**config.mk**
```make
export PLATFORM = sky130hd
export DESIGN_NAME = sram_strobe_timer
export DESIGN_NICKNAME = d
export VERILOG_FILES = /design/src/rtl/strobe_pkg.sv /design/src/rtl/strobe_timing_sel.sv /design/src/rtl/strobe_sequencer.sv /design/src/rtl/strobe_window.sv /design/src/rtl/sram_strobe_timer.sv
export SDC_FILE = /design/constraint.sdc
export NUM_CORES = 1
export LEC_CHECK = 0
export BUFFER_PORTS_ARGS = -buffer_cell sky130_fd_sc_hd__buf_2
export CAP_MARGIN = 20
export CORE_UTILIZATION = 25
export CTS_BUF_LIST = sky130_fd_sc_hd__clkbuf_4 sky130_fd_sc_hd__clkbuf_8
export DETAILED_ROUTE_END_ITERATION = 12
export GPL_ROUTABILITY_DRIVEN = 0
export PLACE_DENSITY_LB_ADDON = 0.08
export SYNTH_ARGS = -nofsm -noshare
export SYNTH_HDL_FRONTEND = slang
export SYNTH_HIERARCHICAL = 1
export SYNTH_SLANG_ARGS = --single-unit
export TNS_END_PERCENT = 1
```
**constraint.sdc**
```tcl
create_clock -name clk -period 7.1 [get_ports clk]
set_input_delay 1.42 -clock clk [delete_from_list [all_inputs] [get_ports clk]]
set_output_delay 1.42 -clock clk [all_outputs]
set_load 0.005 [all_outputs]
```
**src/rtl/strobe_pkg.sv**
```systemverilog
package strobe_pkg;

    parameter int CNT_W = 6;

    typedef logic [CNT_W-1:0] cnt_t;

    typedef struct packed {
        cnt_t setup;
        cnt_t pulse;
    } window_t;

    typedef struct packed {
        window_t strb;
        window_t cs;
        cnt_t    cycle;
    } timing_t;

    function automatic cnt_t at_least_one(cnt_t v);
        return (v == '0) ? cnt_t'(1) : v;
    endfunction

    function automatic timing_t slow_timing(logic is_write);
        timing_t t;
        t.strb.setup = cnt_t'(1);
        t.strb.pulse = cnt_t'(1);
        t.cs.setup   = cnt_t'(0);
        t.cs.pulse   = is_write ? cnt_t'(3) : cnt_t'(2);
        t.cycle      = is_write ? cnt_t'(3) : cnt_t'(2);
        return t;
    endfunction

    function automatic timing_t normalise(timing_t t);
        timing_t r;
        r = t;
        r.strb.pulse = at_least_one(t.strb.pulse);
        r.cs.pulse   = at_least_one(t.cs.pulse);
        r.cycle      = at_least_one(t.cycle);
        return r;
    endfunction

endpackage

```
**src/rtl/strobe_timing_sel.sv**
```systemverilog
module strobe_timing_sel
    import strobe_pkg::*;
(
    input  logic    slow,
    input  logic    is_write,
    input  timing_t prog_rd,
    input  timing_t prog_wr,
    output timing_t chosen
);

    always_comb begin
        if (slow)
            chosen = slow_timing(is_write);
        else if (is_write)
            chosen = normalise(prog_wr);
        else
            chosen = normalise(prog_rd);
    end

endmodule

```
**src/rtl/strobe_sequencer.sv**
```systemverilog
module strobe_sequencer
    import strobe_pkg::*;
(
    input  logic    clk,
    input  logic    rst,
    input  logic    start,
    input  timing_t t_in,
    output logic    busy,
    output cnt_t    cnt,
    output logic    last,
    output logic    done,
    output timing_t t_lat
);

    always_ff @(posedge clk) begin
        if (rst) begin
            busy  <= 1'b0;
            cnt   <= '0;
            done  <= 1'b0;
            t_lat <= '0;
        end else begin
            done <= 1'b0;
            if (start) begin
                busy  <= 1'b1;
                cnt   <= '0;
                t_lat <= t_in;
            end else if (busy) begin
                if (last) begin
                    busy <= 1'b0;
                    done <= 1'b1;
                end else begin
                    cnt <= cnt + cnt_t'(1);
                end
            end
        end
    end

    assign last = busy && (cnt == t_lat.cycle - cnt_t'(1));


    done_single_chk: assert property (@(posedge clk) disable iff (rst)
        done |=> !done);


    timing_hold_chk: assert property (@(posedge clk) disable iff (rst)
        (busy && $past(busy) && !$past(last)) |-> $stable(t_lat));


    no_start_busy_chk: assert property (@(posedge clk) disable iff (rst)
        busy |-> !start);

endmodule

```
**src/rtl/strobe_window.sv**
```systemverilog
module strobe_window
    import strobe_pkg::*;
(
    input  logic    busy,
    input  cnt_t    cnt,
    input  logic    last,
    input  window_t w,
    output logic    active,
    output logic    ending
);

    logic [CNT_W:0] k_ext;
    logic [CNT_W:0] stop_at;

    always_comb begin
        k_ext   = {1'b0, cnt};
        stop_at = {1'b0, w.setup} + {1'b0, w.pulse};
        active  = busy && (cnt >= w.setup) && (k_ext < stop_at);
        ending  = active && (((k_ext + (CNT_W+1)'(1)) >= stop_at) || last);
    end

endmodule

```
**src/rtl/sram_strobe_timer.sv**
```systemverilog
module sram_strobe_timer
    import strobe_pkg::*;
#(
    parameter int ADDR_W = 24,
    parameter int DATA_W = 16,
    parameter int BE_W   = 2,
    parameter int NUM_CS = 4,
    localparam int CS_W  = (NUM_CS > 1) ? $clog2(NUM_CS) : 1
) (
    input  logic              clk,
    input  logic              rst,
    input  logic              slow_clk_mode,
    input  logic              req_valid,
    input  logic              req_write,
    input  logic [CS_W-1:0]   req_cs,
    input  logic [ADDR_W-1:0] req_addr,
    input  logic [DATA_W-1:0] req_wdata,
    input  logic [BE_W-1:0]   req_be,
    input  logic [CNT_W-1:0]  rd_strb_setup,
    input  logic [CNT_W-1:0]  rd_strb_pulse,
    input  logic [CNT_W-1:0]  rd_cs_setup,
    input  logic [CNT_W-1:0]  rd_cs_pulse,
    input  logic [CNT_W-1:0]  rd_cycle,
    input  logic [CNT_W-1:0]  wr_strb_setup,
    input  logic [CNT_W-1:0]  wr_strb_pulse,
    input  logic [CNT_W-1:0]  wr_cs_setup,
    input  logic [CNT_W-1:0]  wr_cs_pulse,
    input  logic [CNT_W-1:0]  wr_cycle,
    output logic              req_ready,
    output logic              acc_done,
    output logic [DATA_W-1:0] rd_data,
    output logic [NUM_CS-1:0] mem_cs_n,
    output logic              mem_rd_n,
    output logic              mem_we_n,
    output logic [BE_W-1:0]   mem_bs_n,
    output logic [ADDR_W-1:0] mem_addr,
    output logic [DATA_W-1:0] mem_wdata,
    input  logic [DATA_W-1:0] mem_rdata
);

    timing_t prog_rd, prog_wr, chosen, t_lat;
    logic    busy, last, accept;
    cnt_t    cnt;
    logic    is_write;
    logic [CS_W-1:0] cs_sel;
    logic [BE_W-1:0] be_lat;
    logic [1:0] win_act, win_end;

    assign prog_rd = '{strb: '{rd_strb_setup, rd_strb_pulse},
                       cs:   '{rd_cs_setup, rd_cs_pulse}, cycle: rd_cycle};
    assign prog_wr = '{strb: '{wr_strb_setup, wr_strb_pulse},
                       cs:   '{wr_cs_setup, wr_cs_pulse}, cycle: wr_cycle};

    assign req_ready = !busy;
    assign accept    = req_valid && req_ready;

    strobe_timing_sel u_sel (
        .slow     (slow_clk_mode),
        .is_write (req_write),
        .prog_rd  (prog_rd),
        .prog_wr  (prog_wr),
        .chosen   (chosen)
    );

    strobe_sequencer u_seq (
        .clk   (clk),
        .rst   (rst),
        .start (accept),
        .t_in  (chosen),
        .busy  (busy),
        .cnt   (cnt),
        .last  (last),
        .done  (acc_done),
        .t_lat (t_lat)
    );

    // index 0: data strobe, index 1: chip select
    for (genvar g = 0; g < 2; g++) begin : g_win
        strobe_window u_win (
            .busy   (busy),
            .cnt    (cnt),
            .last   (last),
            .w      ((g == 0) ? t_lat.strb : t_lat.cs),
            .active (win_act[g]),
            .ending (win_end[g])
        );
    end

    always_ff @(posedge clk) begin
        if (rst) begin
            is_write  <= 1'b0;
            cs_sel    <= '0;
            be_lat    <= '0;
            mem_addr  <= '0;
            mem_wdata <= '0;
            rd_data   <= '0;
        end else begin
            if (accept) begin
                is_write  <= req_write;
                cs_sel    <= req_cs;
                be_lat    <= req_be;
                mem_addr  <= req_addr;
                mem_wdata <= req_wdata;
            end
            if (!is_write && win_end[0])
                rd_data <= mem_rdata;
        end
    end

    assign mem_rd_n = !(win_act[0] && !is_write);
    assign mem_we_n = !(win_act[0] && is_write);
    assign mem_bs_n = busy ? ~be_lat : '1;

    for (genvar i = 0; i < NUM_CS; i++) begin : g_cs
        assign mem_cs_n[i] = !(win_act[1] && (cs_sel == CS_W'(i)));
    end


    cs_onehot_chk: assert property (@(posedge clk) disable iff (rst)
        $onehot0(~mem_cs_n));


    strobe_excl_chk: assert property (@(posedge clk) disable iff (rst)
        !(!mem_rd_n && !mem_we_n));


    idle_pins_chk: assert property (@(posedge clk) disable iff (rst)
        req_ready |-> (&mem_cs_n && mem_rd_n && mem_we_n && &mem_bs_n));


    addr_hold_chk: assert property (@(posedge clk) disable iff (rst)
        (!req_ready && $past(!req_ready)) |-> ($stable(mem_addr) && $stable(mem_bs_n)));

endmodule

```
==> metrics.md <==
| Metric | Value |
|---|---|
| Status | `finished clean` |
| Final Hold Slack | `0.4700 ns` |
| Height of the die | `162.2 microns` |
| Leak | `0.003393 uW` |
| Wire per inst | `approximately 15 microns` |
| Drt initial violations | `149` |
| Peak supply drop | `between 0.08 and 0.09 mV` |
| All-layer global routing usage | `13.56%` |
| DP HPWL | `about 12 mm` |
| Min-delay worst type | `flip-flop to flip-flop` |
| Initial Utilization | `25.47%` |
| # nets final | `between 1000 and 1500` |
| Crit path launch type | `flip-flop` |
| Fin crit period | `4.794 ns` |
| Critical Path Fanout Max | `4` |
| YS warnings | `6` |
| Routed wire length | `17.36 mm` |
| Netlist Area Pre-Place | `6415 sq um` |
| TritonCTS clock tree | `done` |
| CTS Hold Buffers Added | `0` |
| Core area | `25180 sq um` |
| Commonest cells after routing, fill and taps aside | `189 x buf_2, 98 x dfxtp_1, 73 x nor2_1` |
| Routed Antenna Nets | `0` |
| Synthesized instance count | `696` |
| Clk sinks | `about 100` |
| Setup violators final | `0` |
| Syn nets | `approximately 870` |
| Num CTS Buffers | `9` |
| First-pass GRT wire length | `28.39 mm` |
| Slowest CP cell | `fa_1` |
| Syn_area_per_cell | `9.217 sq um` |
| Total chip power | `1274 uW` |
| H-tree depth | `3` |
| I/O Buffers | `190` |
| Commonest non-fill, non-tap cell in the layout | `buf_2` |
| Root Driver | `clkbuf_8` |
| Share of cells above drive strength 1 | `a little under a third` |
| Vias | `5401` |
| DRC viols | `0` |
| Critical path type | `flip-flop to output port` |
| F_max | `208.6 MHz` |
| Critical path required time | `between 5 and 6 ns` |
| Total negative setup slack | `0 ns` |
| CTS max path bufs | `2` |
| Area Growth Syn to Fin | `21.16%` |
| Maxcap violations | `0` |
| Fin cells | `1194` |
| # rows | `58` |
| Worst Tran Pin Value | `0.8899 ns` |
| Vias in the first global route | `5542` |
| Top delay family on crit path | `compound AO/OA/AOI/OAI gates` |
| First drt pass iteration count | `4` |
| GRT overflow | `0` |
| Die Footprint | `26300 sq um` |
| Flop2flop setup slack | `3.52 ns` |
| Largest net degree at the start of global routing | `85` |
| Number of buffers added for setup after CTS | `0` |
| Slew headroom | `40.68%` |
| Die width | `162.2 microns` |
| Setup Skew | `0.02061 ns` |
| RSZ-0062 raised after global routing | `false` |
| Clock Latency Late Sink | `around 0.4 ns` |
| # IOs | `191` |
| Critical Path AT | `3.37 ns` |
| Max-slew violations | `0` |
| Final period util | `67.52%` |
| Resized cells post-CTS | `0` |
| Clk slew on worst S/H paths | `0.11 ns` |
| Cell Chain, Critical Path | `ha_1 -> inv_1 -> fa_1 -> xor2_1 -> ha_1 -> o21ai_0 -> a21oi_1 -> o21a_1 -> o22ai_1 -> o21ai_0 -> a21oi_1 -> or3b_1 -> buf_2` |
| Hold Fails Final Rpt | `0` |
| Pwr dens | `164.0 nW/um^2` |
| Critical path buffer and inverter count | `2` |
| Placed cells | `1175` |
| Critical path endpoint category | `output port` |
| Routed vias/inst | `4.523` |
| Antenna violations before repair | `3` |
| Max stage delay on crit path | `roughly 0.4 ns` |
layout make-up:
| type | count | area, sq um |
|---|---|---|
| tap | 330 | 412.9 |
| clock buffer | 10 | 137.6 |
| sequential | 99 | 1983 |
| antenna | 3 | 7.507 |
| clock inverter | 6 | 55.05 |
| fill | 2717 | 17410 |
| timing repair buffer | 196 | 998.5 |
| multi-input combinational | 531 | 4106 |
| inverter | 19 | 71.32 |
report_power, final:
part	leakage, uW	internal (uW)	switching (uW)
clock	0.0000934	145	233
sequential	0.000809	586	22.5
combinational	0.00249	140	148
metrics by stage:
step           utilization [%]  setup slack (ns)  cell area, sq um
2_1_floorplan                -             3.190              6415
3_3_place_gp             30.07             2.713              7572
3_5_place_dp             30.07             2.688              7572
4_1_cts                  30.84             2.223              7765
5_1_grt                  30.87             2.026              7772
6_report                 30.87             2.306              7772
path summary, 6_finish.rpt:
kind | from | endpoint | cells past startpoint
worst max-delay path | u_seq/t_lat[12] | mem_cs_n[0] | 13
worst min-delay path | mem_addr[16] | mem_addr[16] | 2
worst max register to register | u_seq/t_lat[24] | rd_data[9] | 15
worst min register to register | mem_addr[16] | mem_addr[16] | 2
layer usage:
layer | up-vias | wire length (microns) | share of wire [%] | GRT usage (%)
li1 | 2795 | - | - | -
met1 | 2511 | 7563 | 44 | 15.43
met2 | 81 | 8877 | 51 | 24.83
met3 | 14 | 623 | 3.6 | 3.064
met4 | 0 | 291 | 1.7 | 4.331
met5 | - | 0 | 0 | 0
state kept, by name (all words and copies together), names as in the netlist:
register,count
u_seq/cnt,6
be_lat,2
mem_addr,24
u_seq/done,1
u_seq/t_lat,30
mem_wdata,16
rd_data,16
is_write,1
u_seq/busy,1
cs_sel,2
worst reg2reg max path, cell delays in order (launching register included):
cell	delay [ns]
dfxtp_1	0.37
ha_1	0.21
inv_1	0.06
fa_1	0.40
nor2b_1	0.16
nor3_1	0.07
o21ai_0	0.26
ha_1	0.29
a21oi_1	0.14
o21ai_0	0.11
maj3_2	0.33
a211oi_2	0.24
a211oi_2	0.05
buf_4	0.22
and2b_1	0.38
o21ai_1	0.23
No activity file was read; power rests on OpenSTA's default activity.
